`config.mk`:
```
export PLATFORM = sky130hd
export DESIGN_NAME = clk_bank_divider
export DESIGN_NICKNAME = d
export VERILOG_FILES = /design/src/rtl/clkdiv_pkg.sv /design/src/rtl/clkdiv_decode.sv /design/src/rtl/clkdiv_counter.sv /design/src/rtl/clkdiv_fanout.sv /design/src/rtl/clk_bank_divider.sv
export SDC_FILE = /design/constraint.sdc
export NUM_CORES = 1
export LEC_CHECK = 0
export CELL_PAD_IN_SITES_DETAIL_PLACEMENT = 0
export CELL_PAD_IN_SITES_GLOBAL_PLACEMENT = 1
export CORE_ASPECT_RATIO = 2
export CORE_MARGIN = 4
export CORE_UTILIZATION = 31
export CTS_CLUSTER_SIZE = 10
export DETAILED_ROUTE_END_ITERATION = 8
export PLACE_DENSITY_LB_ADDON = 0.1
export SYNTH_ARGS = -nofsm -noshare
export SYNTH_HDL_FRONTEND = slang
export SYNTH_HIERARCHICAL = 1
export SYNTH_SLANG_ARGS = --single-unit
```
`constraint.sdc`:
```
create_clock -name clk -period 2.25 [get_ports clk]
set_input_delay 0.675 -clock clk [delete_from_list [all_inputs] [get_ports clk]]
set_output_delay 0.675 -clock clk [all_outputs]
set_load 0.1 [all_outputs]
```
`src/rtl/clkdiv_pkg.sv`:
```
package clkdiv_pkg;
  localparam int HALF_W = 5;
  localparam int PH_W   = HALF_W + 1;
  localparam int NPATH  = 4;
  localparam int BANK_LANES = 4;
  localparam int SEL_W  = 3;

  typedef enum logic [1:0] {PATH_A, PATH_B, PATH_C, PATH_FB} path_t;
  typedef logic [HALF_W-1:0] half_t;

  // half-period length in source cycles for the fast (halved) set
  function automatic half_t fast_half(path_t p, logic [SEL_W-1:0] s);
    half_t h;
    case (p)
      PATH_A: case (s[1:0])
        2'd0: h = 5'd2;
        2'd1: h = 5'd3;
        2'd2: h = 5'd4;
        default: h = 5'd6;
      endcase
      PATH_B: case (s[1:0])
        2'd0: h = 5'd2;
        2'd1: h = 5'd3;
        2'd2: h = 5'd4;
        default: h = 5'd5;
      endcase
      PATH_C: case (s[1:0])
        2'd0: h = 5'd1;
        2'd1: h = 5'd2;
        2'd2: h = 5'd3;
        default: h = 5'd4;
      endcase
      default: begin
        case (s[1:0])
          2'd0: h = 5'd2;
          2'd1: h = 5'd3;
          2'd2: h = 5'd4;
          default: h = 5'd5;
        endcase
        if (s[2]) h = h << 1;
      end
    endcase
    return h;
  endfunction
endpackage

```
`src/rtl/clkdiv_decode.sv`:
```
module clkdiv_decode
  import clkdiv_pkg::*;
#(
  parameter path_t PATH = PATH_A
) (
  input  logic             range_hi,
  input  logic [SEL_W-1:0] sel,
  output half_t            half
);
  half_t base;
  always_comb begin
    base = fast_half(PATH, sel);
    half = range_hi ? base : half_t'(base << 1);
  end
endmodule

```
`src/rtl/clkdiv_counter.sv`:
```
module clkdiv_counter
  import clkdiv_pkg::*;
(
  input  logic  clk,
  input  logic  rst_n,
  input  half_t half_in,
  output logic  tick
);
  half_t           half_q;
  logic [PH_W-1:0] ph_q;
  logic [PH_W-1:0] last_ph;
  logic [PH_W-1:0] mid_ph;

  assign last_ph = {half_q, 1'b0} - PH_W'(1);
  assign mid_ph  = {1'b0, half_q} - PH_W'(1);

  always_ff @(posedge clk) begin
    if (!rst_n) begin
      half_q <= half_in;
      ph_q   <= {half_in, 1'b0} - PH_W'(1);
      tick   <= 1'b0;
    end else if (ph_q == last_ph) begin
      ph_q   <= '0;
      tick   <= 1'b1;
      half_q <= half_in;
    end else begin
      ph_q <= ph_q + PH_W'(1);
      if (ph_q == mid_ph) tick <= 1'b0;
    end
  end

  // ratio is only taken in at a period boundary
  a_r8_ratio_held: assert property (@(posedge clk) disable iff (!rst_n)
    (ph_q != last_ph) |=> $stable(half_q));

  // phase never leaves the current period
  a_r9_phase_in_period: assert property (@(posedge clk) disable iff (!rst_n)
    ph_q < {half_q, 1'b0});
endmodule

```
`src/rtl/clkdiv_fanout.sv`:
```
module clkdiv_fanout #(
  parameter int LANES    = 4,
  parameter int INV_FROM = 4
) (
  input  logic             running,
  input  logic             base,
  input  logic             inv,
  output logic [LANES-1:0] lanes
);
  for (genvar i = 0; i < LANES; i++) begin : g_lane
    localparam bit INV_LANE = (i >= INV_FROM);
    assign lanes[i] = running & (base ^ (inv & INV_LANE));
  end
endmodule

```
`src/rtl/clk_bank_divider.sv`:
```
module clk_bank_divider
  import clkdiv_pkg::*;
(
  input  logic       clk,
  input  logic       rst_n,
  input  logic       range_hi,
  input  logic [1:0] sel_a,
  input  logic [1:0] sel_b,
  input  logic [1:0] sel_c,
  input  logic [2:0] sel_fb,
  input  logic       inv_c,
  output logic [3:0] q_a,
  output logic [3:0] q_b,
  output logic [3:0] q_c,
  output logic       q_fb,
  output logic       q_en
);
  localparam int C_INV_FROM = BANK_LANES / 2;

  logic [SEL_W-1:0] sel_w  [NPATH];
  half_t            half_w [NPATH];
  logic [NPATH-1:0] base_w;
  logic             running;

  assign sel_w[0] = {1'b0, sel_a};
  assign sel_w[1] = {1'b0, sel_b};
  assign sel_w[2] = {1'b0, sel_c};
  assign sel_w[3] = sel_fb;

  for (genvar p = 0; p < NPATH; p++) begin : g_path
    clkdiv_decode #(.PATH(path_t'(p))) u_dec (
      .range_hi (range_hi),
      .sel      (sel_w[p]),
      .half     (half_w[p])
    );
    clkdiv_counter u_cnt (
      .clk     (clk),
      .rst_n   (rst_n),
      .half_in (half_w[p]),
      .tick    (base_w[p])
    );
  end

  always_ff @(posedge clk) begin
    if (!rst_n) running <= 1'b0;
    else        running <= 1'b1;
  end
  assign q_en = running;

  clkdiv_fanout #(.LANES(BANK_LANES), .INV_FROM(BANK_LANES)) u_fan_a (
    .running (running), .base (base_w[0]), .inv (1'b0), .lanes (q_a));
  clkdiv_fanout #(.LANES(BANK_LANES), .INV_FROM(BANK_LANES)) u_fan_b (
    .running (running), .base (base_w[1]), .inv (1'b0), .lanes (q_b));
  clkdiv_fanout #(.LANES(BANK_LANES), .INV_FROM(C_INV_FROM)) u_fan_c (
    .running (running), .base (base_w[2]), .inv (inv_c), .lanes (q_c));
  clkdiv_fanout #(.LANES(1), .INV_FROM(1)) u_fan_fb (
    .running (running), .base (base_w[3]), .inv (1'b0), .lanes (q_fb));

  // quiet outputs while held in reset
  a_r6_quiet_in_reset: assert property (@(posedge clk) disable iff (rst_n)
    !rst_n |=> (q_a == 4'd0 && q_b == 4'd0 && q_c == 4'd0 && !q_fb && !q_en));

  // every path starts high together on release
  a_r7_common_start: assert property (@(posedge clk) disable iff (!rst_n)
    $rose(q_en) |-> (&q_a && &q_b && &q_c[1:0] && q_fb));

  // upper bank C lanes follow the phase control
  a_r5_upper_phase: assert property (@(posedge clk) disable iff (!rst_n)
    q_en |-> (q_c[2] == (q_c[0] ^ inv_c)) && (q_c[3] == q_c[2]));
endmodule

```
---- Yosys cells after proc, flatten, opt, wreduce, memory -nomap -nowiden ----
Index checks and enable logic that the tools add are counted.
word-level totals
  register bits ........................... 49
  latch bits .............................. 0
  bits in writable memories ............... 0
  bits in read-only memories .............. 0
  input bits .............................. 13
  word-level logic and storage cells ...... 97
  memories kept ........................... 0
operators by class
  add/sub/neg operators ................... 16
  $mul .................................... 0
  divide/modulo/power cells ............... 0
  magnitude comparators ................... 0
  equal/unequal tests ..................... 20
  shifts and indexed selects .............. 0
  mux-type cells .......................... 34
  bitwise logic cells ..................... 6
  reduce and logical (&&, ||, !) cells .... 8
operators with widths
  operator                                                number
  equality test 6 bit                                     8
  two-way mux 6 bit                                       8
  two-way mux 5 bit                                       9
  subtractor 5 x 1 -> 6 bit (second input constant)       7
  case mux 3 bit (3 select lines)                         4
  subtractor 6 x 1 -> 6 bit (second input constant)       5
  adder 6 x 1 -> 6 bit (second input constant)            4
  two-way mux 4 bit                                       4
  two-way mux 1 bit                                       9
  equality test 2 x 1 -> 1 bit (second input constant)    4
  equality test 2 bit (second input constant)             4
  zero test 2 bit                                         4
  inequality test 2 x 1 -> 1 bit (second input constant)  4
  nonzero test 2 bit                                      4
  AND 1 bit                                               5
  bitwise XOR 1 bit                                       1

---- Longest topological paths before layout ----
Gate-level depths: netlist of run 1.
  depth after elaboration ................. 6
  gate-level depth with buffers ........... 9
  mapped depth without buffers ............ 9

---- Hierarchy ----
Netlist of run 1, hierarchy kept.
by module, submodules not included
  module                            instances  cells each  area each (sq um)  sequential area each (sq um)
  clkdiv_counter                    4          80          789.5              290.3
  clkdiv_decode at g_path[2].u_dec  1          13          102.6              0.0
  clkdiv_decode at g_path[3].u_dec  1          13          71.3               0.0
  clkdiv_fanout at u_fan_a ...      2          4           28.8               0.0
  clkdiv_decode at g_path[0].u_dec  1          8           50.0               0.0
  clkdiv_decode at g_path[1].u_dec  1          7           46.3               0.0
  clkdiv_fanout at u_fan_c          1          5           37.5               0.0
  clk_bank_divider                  1          2           23.8               20.0
  clkdiv_fanout at u_fan_fb         1          1           6.3                0.0

---- Worst setup path before layout of run 1 ----
Ideal clock, no wire load.
  path kind ............................... register to output
  start point ............................. register running, in the netlist q_en
  end point ............................... output q_a[1]
  arrival time ............................ 2.320 ns
  slack ................................... -0.745 ns
  cell stages (with the launch flop) ...... 3
  buffers on the path ..................... 1
  cell sequence ........................... dfxtp_1 and2_1 buf_4
on the way
  cells in the longest elaborated chain, start to end .. 1
RTL lines
  element                 line                    RTL
  start, declared         clk_bank_divider.sv:23  logic running;
  start signal, assigned  clk_bank_divider.sv:45  if (!rst_n) running <= 1'b0;
  start signal, assigned  clk_bank_divider.sv:46  else running <= 1'b1;
  AND 1 bit               n/a
  end, declared           clk_bank_divider.sv:12  output logic [3:0] q_a,
Every way passes these cells.

==> results of run 1 <==
## worst max-delay path: cells and delay by family
family | cells | cell delay (ps)
buffers and inverters | 3 | 690
AO/OA/AOI/OAI | 2 | 170
AND/OR/NAND/NOR | 2 | 290
adder cells (fa/ha/maj) | 1 | 310
XOR/XNOR | 1 | 150
## final cells by class
cell class,count,area [um^2]
Clock inverter,3,17.5
Inverter,26,97.6
Sequential cell,49,1180
Timing Repair Buffer,57,627
Clock buffer,5,125
Tap cell,142,178
Multi-Input combinational cell,278,2120
Fill cell,1162,6940
## per-stage QoR
stage          area (um^2)  total power, mW  cells  setup slack (ps)  util, %
2_1_floorplan         3560             2.32    376             -75.1        -
3_5_place_dp          4200             2.62    552              -181     37.2
6_report              4340             3.31    560               136     38.5
4_1_cts               4340             3.37    560               132     38.5
5_1_grt               4340             3.53    560              3.13     38.5
3_3_place_gp          4200             2.61    552              -155     37.2
## path summary, 6_finish.rpt
kind / to / slack (ps) / cells after the start
min: g_path[0].u_cnt/tick / 450 / 2
max: g_path[2].u_cnt/ph_q[4] / 140 / 9
min reg2reg: g_path[0].u_cnt/tick / 450 / 2
max reg2reg: g_path[0].u_cnt/half_q[4] / 230 / 6
## per-layer routing
metal | GRT usage (%) | vias to the layer above | share of wire, %
met5 | 0 | - | 0
met4 | 5.05 | 0 | 2.1
met3 | 1.45 | 8 | 2.5
met2 | 24.8 | 36 | 61
met1 | 10.9 | 1216 | 34
li1 | - | 1361 | -
## report_power, final
part	leakage [nW]	switching [mW]	internal, mW
logic	1.20	0.637	0.624
clock network	0.0696	0.320	0.408
registers	0.443	0.246	1.07
## sequential cells by signal, indices dropped and copies added (netlist names)
signal / count
g_path.u_cnt/half_q: 20
g_path.u_cnt/tick: 4
q_en: 1
g_path.u_cnt/ph_q: 24
==> results.sh, run 1 <==
export IMPL_fin_crit_sh_pct=93.9
export IMPL_start_util_pct=31.5
export IMPL_status="finished, final reports clean"
export IMPL_routed_wirelength_um=7590
export IMPL_post_cts_buffers=0
export IMPL_startpoint_type="input pin"
export IMPL_worstPathMaxFanout=2
export IMPL_tritoncts="yes"
export IMPL_io_pins=27
export IMPL_ctsLongestPathBuffers=2
export IMPL_wl_per_cell_um=13.5
export IMPL_cts_max_level=2
export IMPL_ys_warn_count=6
export IMPL_max_cap_violations=0
export IMPL_fin_skew_ps=3.48
export IMPL_grt_max_degree=16
export IMPL_cts_sinks=49
export IMPL_startpoint="sel_c[0]"
export IMPL_fp_dieW_um=83.7
export IMPL_leakagePower_nw=1.72
export IMPL_io_buffer_count=26
export IMPL_reg2reg_from="g_path[0].u_cnt/half_q[1]"
export IMPL_place_detailed_hpwl_um=6460
export IMPL_whs_ps=448
export IMPL_finalHoldViolations=0
export IMPL_mostFrequentLayoutCell="nand2_1"
export IMPL_rsz0062_at_grt="false"
export IMPL_core_um2=11300
export IMPL_dieArea_um2=13300
export IMPL_antenna_found_initial=0
export IMPL_vdd_ir_drop_max_mv=0.299
export IMPL_cpMaxStageDelayCell="clkdlybuf4s50_1"
export IMPL_rows=55
export IMPL_drtAntennaViolNets=0
export IMPL_setup_violations_final=0
export IMPL_cts_inserted_buffers=5
export IMPL_grt_pass1_vias=2645
export IMPL_clkTransAtPathRegs_ps=70
export IMPL_worst_pin_slew_ps=498
export IMPL_max_stage_delay_ps=480
export IMPL_drive_gt1_share_pct=19.4
export IMPL_syn_avg_cell_area_um2=9.44
export IMPL_crit_chain="clkdlybuf4s50_1 > inv_1 > ha_1 > nand2_1 > o31ai_1 > buf_4 > nor3_1 > xnor2_1 > o22ai_1"
export IMPL_vias=2621
export IMPL_n_antenna_cell=0
export IMPL_clk_latency_ps=290
export IMPL_die_h_um=159
export IMPL_layout_common_cells="nand2_1 (43), xnor2_1 (41), buf_4 (31)"
export IMPL_grt_first_pass_wirelength_um=12500
export IMPL_tns_ps=0
export IMPL_drtIter0Drc=67
export IMPL_holdBufCountCts=0
export IMPL_syn_nets=404
export IMPL_powerDensity_nw_per_um2=761
export IMPL_firstDrtPassIters=4
export IMPL_cp_required_ps=2420
export IMPL_finalNetCount=445
export IMPL_crit_type="in -> reg"
export IMPL_min_path_type="reg -> reg"
export IMPL_grtUsageTotal_pct=11.9
export IMPL_clockRootBuffer="clkbuf_16"
export IMPL_vias_per_cell=4.68
export IMPL_clock_fmax_mhz=473
export IMPL_max_slew_margin_pct=66.5
export IMPL_drc=0
export IMPL_syn_area_um2=3550
export IMPL_synthToLayoutAreaGrowth_pct=22.4
export IMPL_cts_resized=1
export IMPL_period_needed_ps=2110
export IMPL_synthCells=376
export IMPL_min_from="g_path[0].u_cnt/tick"
export IMPL_gr_total_overflow=0
export IMPL_slew_violations=0
export IMPL_gp_congestion=0.747
export IMPL_arrival_ps=2290
export IMPL_end_kind="flip-flop"
No activity file was read; power rests on OpenSTA's default activity.
==> run 2, diff against run 1 <==
CTS_CLUSTER_SIZE = not set   (was 10)
SLEW_MARGIN = 10   (was not set)
==> results of run 2 <==
Same layout as run 1: the final DEF is identical, and so are final timing and power.
==> run 3, diff against run 2 <==
PLACE_DENSITY = 0.68   (was not set)
PLACE_DENSITY_LB_ADDON = not set   (was 0.1)
SKIP_LAST_GASP = 1   (was not set)
==> run 3 against run 2 <==
Against the previous run: count of clock-buffer cells in the layout grew 2; worst hold slack lost 5.5 ps; global-route usage shrank 0.71 points; via count shrank 0.57%; wire length shrank 5.8%; clock power grew 6.9%; critical path depth shrank 2; non-clock buffer count shrank 3; critical endpoint is now g_path[3].u_cnt/ph_q[5].
==> results.sh, run 3 (synthesized netlist as in run 1, its figures left out) <==
export IMPL_cts_inserted_buffers=5
export IMPL_clkTransAtPathRegs_ps=60
export IMPL_ff2ff_path_depth=6
export IMPL_place_detailed_hpwl_um=5890
export IMPL_powerDensity_nw_per_um2=772
export IMPL_crit_type="in -> reg"
export IMPL_end_kind="flip-flop"
export IMPL_mostFrequentLayoutCell="nand2_1"
export IMPL_grt_first_pass_wirelength_um=12000
export IMPL_drtAntennaViolNets=0
export IMPL_fin_crit_sh_pct=93.3
export IMPL_clockRootBuffer="clkbuf_16"
export IMPL_vias=2606
export IMPL_reg2reg_slack_ps=240
export IMPL_startpoint_type="input pin"
export IMPL_antenna_found_initial=0
export IMPL_dp_slack_ps=-174
export IMPL_fin_cells=557
export IMPL_post_cts_buffers=0
export IMPL_ctsLongestPathBuffers=2
export IMPL_drc=0
export IMPL_wl_per_cell_um=12.8
export IMPL_io_buffer_count=26
export IMPL_rows=55
export IMPL_clock_fmax_mhz=476
export IMPL_synthToLayoutAreaGrowth_pct=22.4
export IMPL_drive_gt1_share_pct=18.6
export IMPL_cts_max_level=2
export IMPL_worstPathMaxFanout=4
export IMPL_tritoncts="yes"
export IMPL_grtUsageTotal_pct=11.2
export IMPL_period_needed_ps=2100
export IMPL_cts_sinks=49
export IMPL_tns_ps=0
export IMPL_min_path_type="reg -> reg"
export IMPL_pwr_share_clk_pct=23.2
export IMPL_pwr_share_comb_pct=37.9
export IMPL_regMostFlops="g_path.u_cnt/ph_q"
export IMPL_worst_slack_ps=151
export IMPL_gr_total_overflow=0
export IMPL_hold_end="g_path[0].u_cnt/ph_q[0]"
export IMPL_worst_pin_slew_ps=578
export IMPL_drtIter0Drc=73
export IMPL_setup_violations_final=0
export IMPL_dieArea_um2=13300
export IMPL_cp_required_ps=2430
export IMPL_die_h_um=159
export IMPL_min_from="g_path[0].u_cnt/ph_q[0]"
export IMPL_vdd_ir_drop_max_mv=0.390
export IMPL_status="finished, final reports clean"
export IMPL_biggestRegsByFlops="g_path.u_cnt/ph_q: 24 flops, g_path.u_cnt/half_q: 20 flops, g_path.u_cnt/tick: 4 flops"
export IMPL_reg2reg_from="g_path[2].u_cnt/half_q[1]"
export IMPL_layout_common_cells="nand2_1 (43), xnor2_1 (41), xor2_1 (30)"
export IMPL_power_switching_mw=1.19
export IMPL_p_int_mw=2.17
export IMPL_fin_skew_ps=4.49
export IMPL_grt_max_degree=19
export IMPL_firstDrtPassIters=4
export IMPL_r2r_end="g_path[2].u_cnt/half_q[3]"
export IMPL_largest_reg_flops=24
export IMPL_hold_depth=1
export IMPL_p_sw_share_pct=35.3
export IMPL_vias_per_cell=4.68
export IMPL_holdBufCountCts=0
export IMPL_leakagePower_nw=1.72
export IMPL_arrival_ps=2280
export IMPL_routed_wirelength_um=7150
export IMPL_max_cap_violations=0
export IMPL_finalHoldViolations=0
export IMPL_fp_dieW_um=83.7
export IMPL_start_util_pct=31.5
export IMPL_grt_pass1_vias=2642
export IMPL_slew_violations=0
export IMPL_n_antenna_cell=0
export IMPL_dpl_cell_count=549
export IMPL_rsz0062_at_grt="false"
export IMPL_seqPwrFrac_pct=39.0
export IMPL_max_slew_margin_pct=61.1
export IMPL_gp_congestion=0.835
export IMPL_core_um2=11300
export IMPL_whs_ps=443
export IMPL_clk_latency_ps=290
export IMPL_io_pins=27
export IMPL_finalNetCount=442
run 3: cell count changes in the layout (fill, tap and decap cells not counted):
cell        change
clkinv_2        -1
clkinvlp_4      -1
o21ai_0         +1
mux2i_2         -1
buf_4           -4
clkbuf_8        +2
o21ai_1         -1
buf_12          +1
mux2i_1         +1
run 3: worst max-delay path by stage:
stage	startpoint	to	slack, ps	depth (start not counted)
2_1_floorplan	q_en	q_a[1]	-80	2
3_3_place_gp	sel_c[1]	g_path[2].u_cnt/ph_q[5]	-130	8
3_5_place_dp	sel_fb[2]	g_path[3].u_cnt/ph_q[5]	-170	7
4_1_cts	sel_c[1]	g_path[2].u_cnt/ph_q[5]	140	8
5_1_grt	sel_c[0]	g_path[2].u_cnt/ph_q[5]	6	10
6_report	sel_fb[2]	g_path[3].u_cnt/ph_q[5]	150	7
run 3: through the flow:
step                total power, mW  instance area [um^2]  util, %
detailed placement             2.61                  4190     37.1
global route                   3.55                  4350     38.5
global placement               2.59                  4190     37.1
floorplan                      2.32                  3560        -
CTS                            3.40                  4350     38.5
finish                         3.35                  4350     38.5
run 3: cell type report:
cell class,count,area (um^2)
clock buffers,7,153
inverters,26,97.6
flip-flops and latches,49,1180
multi-input cells,278,2110
fillers,1132,6940
well taps,142,178
repair buffers,54,617
clock inverters,1,5.00
run 3: power groups by stage:
stage | registers (mW) | clock network, mW | logic (mW)
final | 1.31 | 0.777 | 1.27
after global routing | 1.34 | 0.823 | 1.39
after CTS | 1.31 | 0.802 | 1.29
after detailed placement | 1.33 | 0 | 1.28
after global placement | 1.32 | 0 | 1.26
after floorplan | 1.23 | 0 | 1.09
run 3: repair_timing:
item,in CTS,in global routing
resized for setup,1,0
endpoints found under the setup margin,2,0
hold endpoints to repair,0,0
run 3: per-layer routing:
metal	track usage, %	routed length (um)
met5	0	0
met4	5.12	169
met3	1.45	165
met2	23.7	4440
met1	9.71	2370
run 3: worst max-delay path, cell delays in order:
cell             delay [ps]
clkdlybuf4s50_1         540
mux2i_1                 110
o21ai_0                 480
nor2_1                  110
nand2_1                 100
xor2_1                  170
o22ai_1                  90
